===== config.mk =====
export PLATFORM = sky130hd
export DESIGN_NAME = shadow_commit_regs
export DESIGN_NICKNAME = d
export VERILOG_FILES = /design/src/rtl/shadow_cmt_pkg.sv /design/src/rtl/shcm_decode.sv /design/src/rtl/shcm_ctrl.sv /design/src/rtl/shcm_slot.sv /design/src/rtl/shadow_commit_regs.sv
export SDC_FILE = /design/constraint.sdc
export NUM_CORES = 1
export LEC_CHECK = 0
export ABC_AREA = 0
export BUFFER_PORTS_ARGS = -buffer_cell sky130_fd_sc_hd__buf_2
export CAP_MARGIN = 10
export CORE_MARGIN = 8
export CORE_UTILIZATION = 35
export DETAILED_ROUTE_END_ITERATION = 12
export MAX_ROUTING_LAYER = met4
export PLACE_DENSITY_LB_ADDON = 0.2
export SLEW_MARGIN = 20
export SYNTH_ARGS = -nofsm -noshare
export SYNTH_HDL_FRONTEND = slang
export SYNTH_SLANG_ARGS = --single-unit
export TNS_END_PERCENT = 1

===== constraint.sdc =====
create_clock -name clk -period 2 [get_ports clk]
set_input_delay 0.1 -clock clk [delete_from_list [all_inputs] [get_ports clk]]
set_output_delay 0.1 -clock clk [all_outputs]
set_load 0.1 [all_outputs]

===== src/rtl/shadow_cmt_pkg.sv =====
package shadow_cmt_pkg;
   localparam int CTL_MANUAL_BIT = 0;
   localparam int CTL_BUSY_BIT   = 1;
   localparam int MAP_LIMIT      = 'h5800;
   localparam int CFG_WIN_LO     = 'h0800;
   localparam int CFG_WIN_HI     = 'h1000;
endpackage


===== src/rtl/shcm_decode.sv =====
module shcm_decode #(
   parameter int ADDR_W    = 15,
   parameter int NUM_REGS  = 8,
   parameter int CFG_BASE  = 'h800,
   parameter int CTRL_ADDR = 'h040
) (
   input  logic                clk,
   input  logic                rst_n,
   input  logic [ADDR_W-1:0]   addr,
   output logic [NUM_REGS-1:0] cfg_sel,
   output logic                ctrl_hit
);
   localparam int WORD_W  = ADDR_W - 2;
   localparam int CFG_W0  = CFG_BASE / 4;
   localparam int CTRL_W  = CTRL_ADDR / 4;

   logic [WORD_W-1:0] word;
   logic [1:0]        unused_lo;

   assign word      = addr[ADDR_W-1:2];
   assign unused_lo = addr[1:0];
   assign ctrl_hit  = (word == WORD_W'(CTRL_W));

   for (genvar i = 0; i < NUM_REGS; i++) begin : g_sel
      assign cfg_sel[i] = (word == WORD_W'(CFG_W0 + i));
   end


   sel_onehot_chk: assert property (@(posedge clk) disable iff (!rst_n)
      $onehot0({cfg_sel, ctrl_hit}));
endmodule


===== src/rtl/shcm_ctrl.sv =====
module shcm_ctrl (
   input  logic       clk,
   input  logic       rst_n,
   input  logic       ctl_wr,
   input  logic [1:0] ctl_wdata,
   input  logic       vblank,
   output logic       copy_en,
   output logic       manual_q,
   output logic       busy_q
);
   import shadow_cmt_pkg::*;

   assign copy_en = vblank & (~manual_q | busy_q);

   always_ff @(posedge clk or negedge rst_n) begin
      if (!rst_n) begin
         manual_q <= 1'b0;
         busy_q   <= 1'b0;
      end else begin
         if (copy_en)
            busy_q <= 1'b0;
         if (ctl_wr) begin
            manual_q <= ctl_wdata[CTL_MANUAL_BIT];
            if (!ctl_wdata[CTL_MANUAL_BIT])
               busy_q <= 1'b0;
            else if (ctl_wdata[CTL_BUSY_BIT])
               busy_q <= 1'b1;
         end
      end
   end


   auto_no_busy_chk: assert property (@(posedge clk) disable iff (!rst_n)
      !manual_q |-> !busy_q);


   busy_drop_chk: assert property (@(posedge clk) disable iff (!rst_n)
      $fell(busy_q) |-> ($past(vblank) || !manual_q));


   busy_set_chk: assert property (@(posedge clk) disable iff (!rst_n)
      $rose(busy_q) |-> $past(ctl_wr && ctl_wdata[CTL_BUSY_BIT]));
endmodule


===== src/rtl/shcm_slot.sv =====
module shcm_slot #(
   parameter int DATA_W = 32
) (
   input  logic              clk,
   input  logic              rst_n,
   input  logic              wr_en,
   input  logic [DATA_W-1:0] wdata,
   input  logic              copy_en,
   output logic [DATA_W-1:0] pend_q,
   output logic [DATA_W-1:0] act_q
);
   always_ff @(posedge clk or negedge rst_n) begin
      if (!rst_n) begin
         pend_q <= '0;
         act_q  <= '0;
      end else begin
         if (copy_en)
            act_q <= pend_q;
         if (wr_en)
            pend_q <= wdata;
      end
   end


   act_hold_chk: assert property (@(posedge clk) disable iff (!rst_n)
      !$stable(act_q) |-> $past(copy_en));


   copy_old_chk: assert property (@(posedge clk) disable iff (!rst_n)
      $past(copy_en && wr_en) |-> (act_q != pend_q || $past(pend_q) == $past(wdata)));
endmodule


===== src/rtl/shadow_commit_regs.sv =====
module shadow_commit_regs #(
   parameter int ADDR_W    = 15,
   parameter int DATA_W    = 32,
   parameter int NUM_REGS  = 8,
   parameter int CFG_BASE  = 'h800,
   parameter int CTRL_ADDR = 'h040
) (
   input  logic                         clk,
   input  logic                         rst_n,
   input  logic                         bus_wr,
   input  logic [ADDR_W-1:0]            bus_addr,
   input  logic [DATA_W-1:0]            bus_wdata,
   output logic [DATA_W-1:0]            bus_rdata,
   input  logic                         vblank,
   output logic [NUM_REGS*DATA_W-1:0]   active_cfg,
   output logic                         load_busy,
   output logic                         manual_mode
);
   import shadow_cmt_pkg::*;

   localparam int CFG_END = CFG_BASE + 4 * NUM_REGS;

   if (DATA_W < 2) begin : g_bad_w
      $error("DATA_W must hold the two control bits");
   end
   if (NUM_REGS < 1) begin : g_bad_n
      $error("NUM_REGS must be at least one");
   end
   if ((CFG_BASE % 4) != 0 || (CTRL_ADDR % 4) != 0) begin : g_bad_al
      $error("addresses must be word aligned");
   end
   if (CFG_BASE < CFG_WIN_LO || CFG_END > CFG_WIN_HI) begin : g_bad_win
      $error("configuration words must sit inside the layer window");
   end
   if (CTRL_ADDR >= CFG_BASE && CTRL_ADDR < CFG_END) begin : g_bad_ov
      $error("control register overlaps configuration words");
   end
   if ((1 << ADDR_W) < MAP_LIMIT || CTRL_ADDR >= MAP_LIMIT) begin : g_bad_map
      $error("address width or control address outside the map");
   end

   logic [NUM_REGS-1:0] cfg_sel;
   logic                ctrl_hit;
   logic                copy_en;
   logic [DATA_W-1:0]   pend [NUM_REGS];

   shcm_decode #(
      .ADDR_W   (ADDR_W),
      .NUM_REGS (NUM_REGS),
      .CFG_BASE (CFG_BASE),
      .CTRL_ADDR(CTRL_ADDR)
   ) u_dec (
      .clk     (clk),
      .rst_n   (rst_n),
      .addr    (bus_addr),
      .cfg_sel (cfg_sel),
      .ctrl_hit(ctrl_hit)
   );

   shcm_ctrl u_ctl (
      .clk      (clk),
      .rst_n    (rst_n),
      .ctl_wr   (bus_wr & ctrl_hit),
      .ctl_wdata(bus_wdata[1:0]),
      .vblank   (vblank),
      .copy_en  (copy_en),
      .manual_q (manual_mode),
      .busy_q   (load_busy)
   );

   for (genvar i = 0; i < NUM_REGS; i++) begin : g_slot
      shcm_slot #(.DATA_W(DATA_W)) u_slot (
         .clk    (clk),
         .rst_n  (rst_n),
         .wr_en  (bus_wr & cfg_sel[i]),
         .wdata  (bus_wdata),
         .copy_en(copy_en),
         .pend_q (pend[i]),
         .act_q  (active_cfg[i*DATA_W +: DATA_W])
      );
   end

   always_comb begin
      bus_rdata = '0;
      if (ctrl_hit) begin
         bus_rdata[CTL_MANUAL_BIT] = manual_mode;
         bus_rdata[CTL_BUSY_BIT]   = load_busy;
      end
      for (int i = 0; i < NUM_REGS; i++)
         if (cfg_sel[i])
            bus_rdata = pend[i];
   end


   auto_copy_chk: assert property (@(posedge clk) disable iff (!rst_n)
      $past(vblank && !manual_mode) |-> active_cfg[DATA_W-1:0] == $past(pend[0]));


   manual_idle_chk: assert property (@(posedge clk) disable iff (!rst_n)
      $past(vblank && manual_mode && !load_busy) |-> $stable(active_cfg));
endmodule


# Word level (Yosys, flattened, before mapping)
# Index checks and enable logic that the tools add are counted.
[word_totals]
output_inout_bits = 290
elab_cells = 52
in_bits = 51
reg_bits = 514
[classes]
n_eq_ne = 9
mux = 13
n_bitwise = 12
[ops]
columns = ["operator", "n"]
rows = [
  ["two-way mux 32 bit", 8],
  ["equality test 13 x 10 -> 1 bit (second input constant)", 8],
  ["equality test 13 x 5 -> 1 bit (second input constant)", 1],
  ["AND 1 bit", 10],
  ["two-way mux 1 bit", 4],
  ["two-way mux 2 bit", 1],
  ["NOT 1 bit", 1],
  ["OR 1 bit", 1],
]

# Depth between registers and ports, before layout
[logic_depth]
ltp_word = 10
mapped_depth = 7
depth_no_buf = 4

# Cells and area by module
# A second synthesis with hierarchy kept.
[hier_totals]
cells_unflattened = 1427
hier_area_um2 = 23851.6
[by_module_without_submodules]
columns = ["mod", "area_per_inst_um2", "cells_per_inst", "instances", "seq_area_each_um2"]
rows = [
  ["shcm_slot", 2690.1, 136, 8, 1601.5],
  ["shadow_commit_regs", 2045.7, 308, 1, 0.0],
  ["shcm_decode", 187.7, 22, 1, 0.0],
  ["shcm_ctrl", 97.6, 9, 1, 50.0],
]

# Worst setup path before layout
# OpenSTA, ideal clock, no wires.
[synth_timing]
kind = "input -> output"
from = "in bus_addr[7]"
to = "out bus_rdata[10]"
path_slack_ns = -1.357
path_stages = 6
arrival_time_ns = 3.257
required_ns = 1.900
path_buffers = 2
path_cell_list = "clkbuf_1 > or4b_2 > nor2_1 > clkbuf_1 > a41oi_1 > a32oi_1"
[synth_via]
elab_chain_cells = 9
elab_cells_between_ends = 16
classes_between = "eq/ne: 8; mux: 8"
[synth_lines]
columns = ["item", "line_no", "text"]
rows = [
  ["start, declared", "shadow_commit_regs.sv:11", "input logic [ADDR_W-1:0] bus_addr,"],
  ["equality test 13 x 10 -> 1 bit", "shcm_decode.sv:25", "assign cfg_sel[i] = (word == WORD_W'(CFG_W0 + i));"],
  ["two-way mux 32 bit (7 in series)", "shadow_commit_regs.sv:90", "if (cfg_sel[i])"],
  ["two-way mux 32 bit *", "shadow_commit_regs.sv:90", ""],
  ["end, declared", "shadow_commit_regs.sv:13", "output logic [DATA_W-1:0] bus_rdata,"],
]
# Mark *: on every way between the ends. The rest lies on a longest branch, timed or not.

# Final worst setup path
[layout_timing]
from = "reg g_slot[0].u_slot.pend_q[28]"
to = "out bus_rdata[28]"
[layout_via]
elab_chain_cells = 8
[layout_lines]
columns = ["item", "line_no", "text"]
rows = [
  ["start, declared", "shcm_slot.sv:9", "output logic [DATA_W-1:0] pend_q,"],
  ["start signal, assigned", "shcm_slot.sv:20", "pend_q <= wdata;"],
  ["two-way mux 32 bit (8 in series)", "shadow_commit_regs.sv:90", ""],
]
# Every way passes these cells.

==> results.md <==
* Synth Area in Adders at 0%
* Synth cell types at 56
* Crit path buf inv count at 1
* # nets final at 2155
* CP peak stage delay at 0.47 ns
* Largest family of logic cells by synthesized area: multiplexers
* Post-synth EDFFs at 0
* Row cnt at 93
* Reg clk slew, reported paths at 0.06 ns
* Reg power frac at 47.0%
* Setup crit end kind: output port
* Switching Share at 22.58%
* Cell Area, Synth at 0.02256 mm2
* Xor and xnor area share after synthesis at 0%
* Setup TNS at -12.58 ns
* Failing checks: setup timing
* Number of fill cells at 5711
* Dpl ws at -0.6061 ns
* CTS H-tree lvls at 2
* Die Y at 269.9 um
* CTS Root Cell: clkbuf_16
* Largest fanout on the critical path at 2
* Commonest cells post-synth: dfrtp_1, mux2_2, nor4_1, clkbuf_1, or3b_2
* First-pass GRT wire length at 114500 um
* Worst hold path type: in -> reg
* Critical Path RT at 1.90 ns
* CTS Sinks at 514
* Multiplexer share of the synthesized area at 26.75%
* Largest delay share family, worst path: simple AND/OR/NAND/NOR gates
* Flops & latches, synth at 514
* Crit path launch type: register
* Endpoints failing hold at 0
* Core Footprint at 0.06412 mm2
* Main flop type after synthesis: dfrtp_1
* Max Root-Sink Buffers at 3
* Async S/R FF share, synth at 100.0%
* Power per cell area at 728.5 mW/mm2
* Setup-failing EPs final at 32
* TritonRoute pass-1 iters at 5
* Area leader, netlist: dfrtp_1
* I/O pin count at 341
* Seq/Total Area, Yosys at 57.00%
* Final wirelength at 75460 um
* Total global-route track usage at 20.86%
* Fin worst setup slack at -0.5167 ns
* PortBufs at 338
* Leakage at 15.15 nW
* Die X-Extent at 269.9 um
* Largest net degree at the start of global routing at 68
* Final Wtd Congestion at 0.8465
* Drt via density at 5.372
* Number of DRC markers in iteration 0 at 897
* Slew @ Worst Pin at 0.6705 ns
* Die ar. at 0.07285 mm2
* Tmin final at 2.517 ns
* Clk_lat worst skew at 0.61 ns
* HPWL after detailed placement at 53580 um
* Status: finished, violations left
* Area share of the largest cell type after synthesis at 57.00%
* Maxcap violations at 0
* Final period util at 125.8%
* Antenna Nets Post-Route at 0
* Simple-Gate Fraction of Synth Area at 9.787%
* Pint at 17.18 mW
* Initial Util at 35.19%
* Psw at 5.011 mW
* Clk pwr share at 48.6%
* Max Freq at 397.4 MHz
* Compound-Gate Fraction of Synth Area at 3.926%
* Reg2reg setup slack at 0.34 ns
* CP max stage cell: or3b_2
* Antenna violations before repair at 1
* Crit path kind: reg -> out
* Mapped Avg Cell Area at 13.83 um2
* CTS Buf Count at 56
* Drt wl/cell at 25.11 um
* CTS tree: done
* Via count at 16144
* Rel. slew slack at 54.89%
* Most frequent cell after synthesis: dfrtp_1
* Area Growth Syn to Fin at 35.00%
* Layout cells sized above 1 at 60.82%
* VDD IR max at 0.0005792 V
* Combinational share of power at 4.5%
* Vias in the first global route at 17352
* Synth warn at 0
* Critical Path AT at 2.42 ns
* Gr ovfl total at 0
* DRC at 0
* Clk_skew at 0.01535 ns
* Main area contributors after synthesis: dfrtp_1, mux2_2, nor4_1, or3b_2, clkbuf_1
* Worst path cell trace: or3b_2 > nor4_2 > a311oi_1 > a22oi_2 > buf_12
* Final Max Slew Viols at 0
* Cell count after synthesis at 1632
* Syn nets at 1683
* Unrepaired setup endpoints after global routing: yes
-- worst paths after layout --
| kind | from | endpoint | cells after the start |
|---|---|---|---|
| setup / recovery | g_slot[0].u_slot.pend_q[28] | bus_rdata[28] | 5 |
| hold / removal | vblank | g_slot[2].u_slot.act_q[1] | 4 |
| setup reg to reg | u_ctl.busy_q | g_slot[5].u_slot.act_q[16] | 4 |
| hold reg to reg | g_slot[5].u_slot.act_q[0] | g_slot[5].u_slot.act_q[0] | 2 |
| max in group asynchronous | rst_n | g_slot[4].u_slot.act_q[27] | 3 |
| min in group asynchronous | rst_n | g_slot[6].u_slot.act_q[5] | 2 |
-- registers in the layout (all words and copies together) (netlist names) --
name,cells
u_ctl.manual_q,1
u_ctl.busy_q,1
g_slot.u_slot.act_q,256
g_slot.u_slot.pend_q,256
-- area by class of cell --
cell class                 count  area (um2)  share of cell area [%]
sequential                   514       12860                   42.23
multi-input combinational    971       10120                   33.23
timing repair buffer         554        4438                   14.57
clock buffer                  80        1672                   5.488
tap                          855        1070                   3.512
clock inverter                23       266.5                  0.8749
inverter                       7       26.28                 0.08626
antenna                        1       2.502                0.008215
-- cell usage in the layout, fill, tap and decap left out, types with 4 or more instances in the layout --
cell	count
a21oi_4	5
a222oi_1	4
a32oi_4	23
a41oi_1	22
and3_1	6
buf_12	75
buf_2	302
buf_4	141
bufinv_16	5
clkbuf_1	6
clkbuf_16	56
clkbuf_8	18
clkinv_2	13
dfrtp_1	512
dlygate4sd3_1	34
inv_1	7
mux2_1	8
mux2_2	504
mux2i_1	27
nand2_1	30
nand2b_1	5
nand3_1	8
nand3b_1	5
nand4_1	8
nor2_1	9
nor2b_1	9
nor4_1	78
nor4_2	27
nor4_4	10
o2111ai_1	4
o21ai_0	15
o32ai_1	4
or3b_2	64
or4b_2	21
or4b_4	6
-- repair_timing --
item / CTS / global route
setup endpoints to repair: 32 / 32
pin swaps: 5 / 3
gates resized for setup: 35 / 22
hold endpoints to repair: 772 / 0
hold buffers: 34 / 0
setup buffers: 1 / 1
-- worst min-delay path, stage by stage --
cell and delay, ns:
buf_2 0.12, o21ai_4 0.07, buf_12 0.16, mux2_2 0.16
-- power groups by stage --
stage / registers (mW) / clock network (mW) / logic [mW]
finish: 10.4 / 10.8 / 0.989
floorplan: 10.6 / 0 / 0.229
global route: 10.4 / 11.5 / 1.07
CTS: 10.4 / 11.1 / 0.988
detailed placement: 10.6 / 0 / 0.920
global placement: 10.6 / 0 / 0.906
-- layer usage --
layer / GRT usage [%] / vias up / part of all wire [%] / wire length, um
met5: - / - / 0 / 0
met4: 5.836 / 0 / 2.5 / 1912
met3: 3.912 / 140 / 4.9 / 3732
met2: 33.96 / 442 / 49 / 36630
met1: 26.53 / 8467 / 44 / 33190
li1: - / 7095 / - / -
-- stage by stage --
step / total power [mW] / area (um2) / hold WS, ns / std cells / utilization, %
after CTS: 22.50 / 30300 / 0.02695 / 3003 / 47.27
final: 22.19 / 30460 / 0.04745 / 3005 / 47.51
after floorplan: 10.85 / 23190 / -0.1956 / 1632 / -
after global routing: 22.98 / 30460 / 0.03427 / 3005 / 47.51
after detailed placement: 11.53 / 27820 / 0.1032 / 2865 / 43.40
after global placement: 11.52 / 27820 / 0.1011 / 2865 / 43.40
-- cell families (layout without fill, tap and decap cells) --
group                  after synthesis  in the layout
AO/OA/AOI/OAI                      113            113
buffers and inverters              147            664
flip-flops                         514            514
multiplexers                       539            539
other                                0              1
AND/OR/NAND/NOR                    319            319
Power figures use the tool's default switching activity.
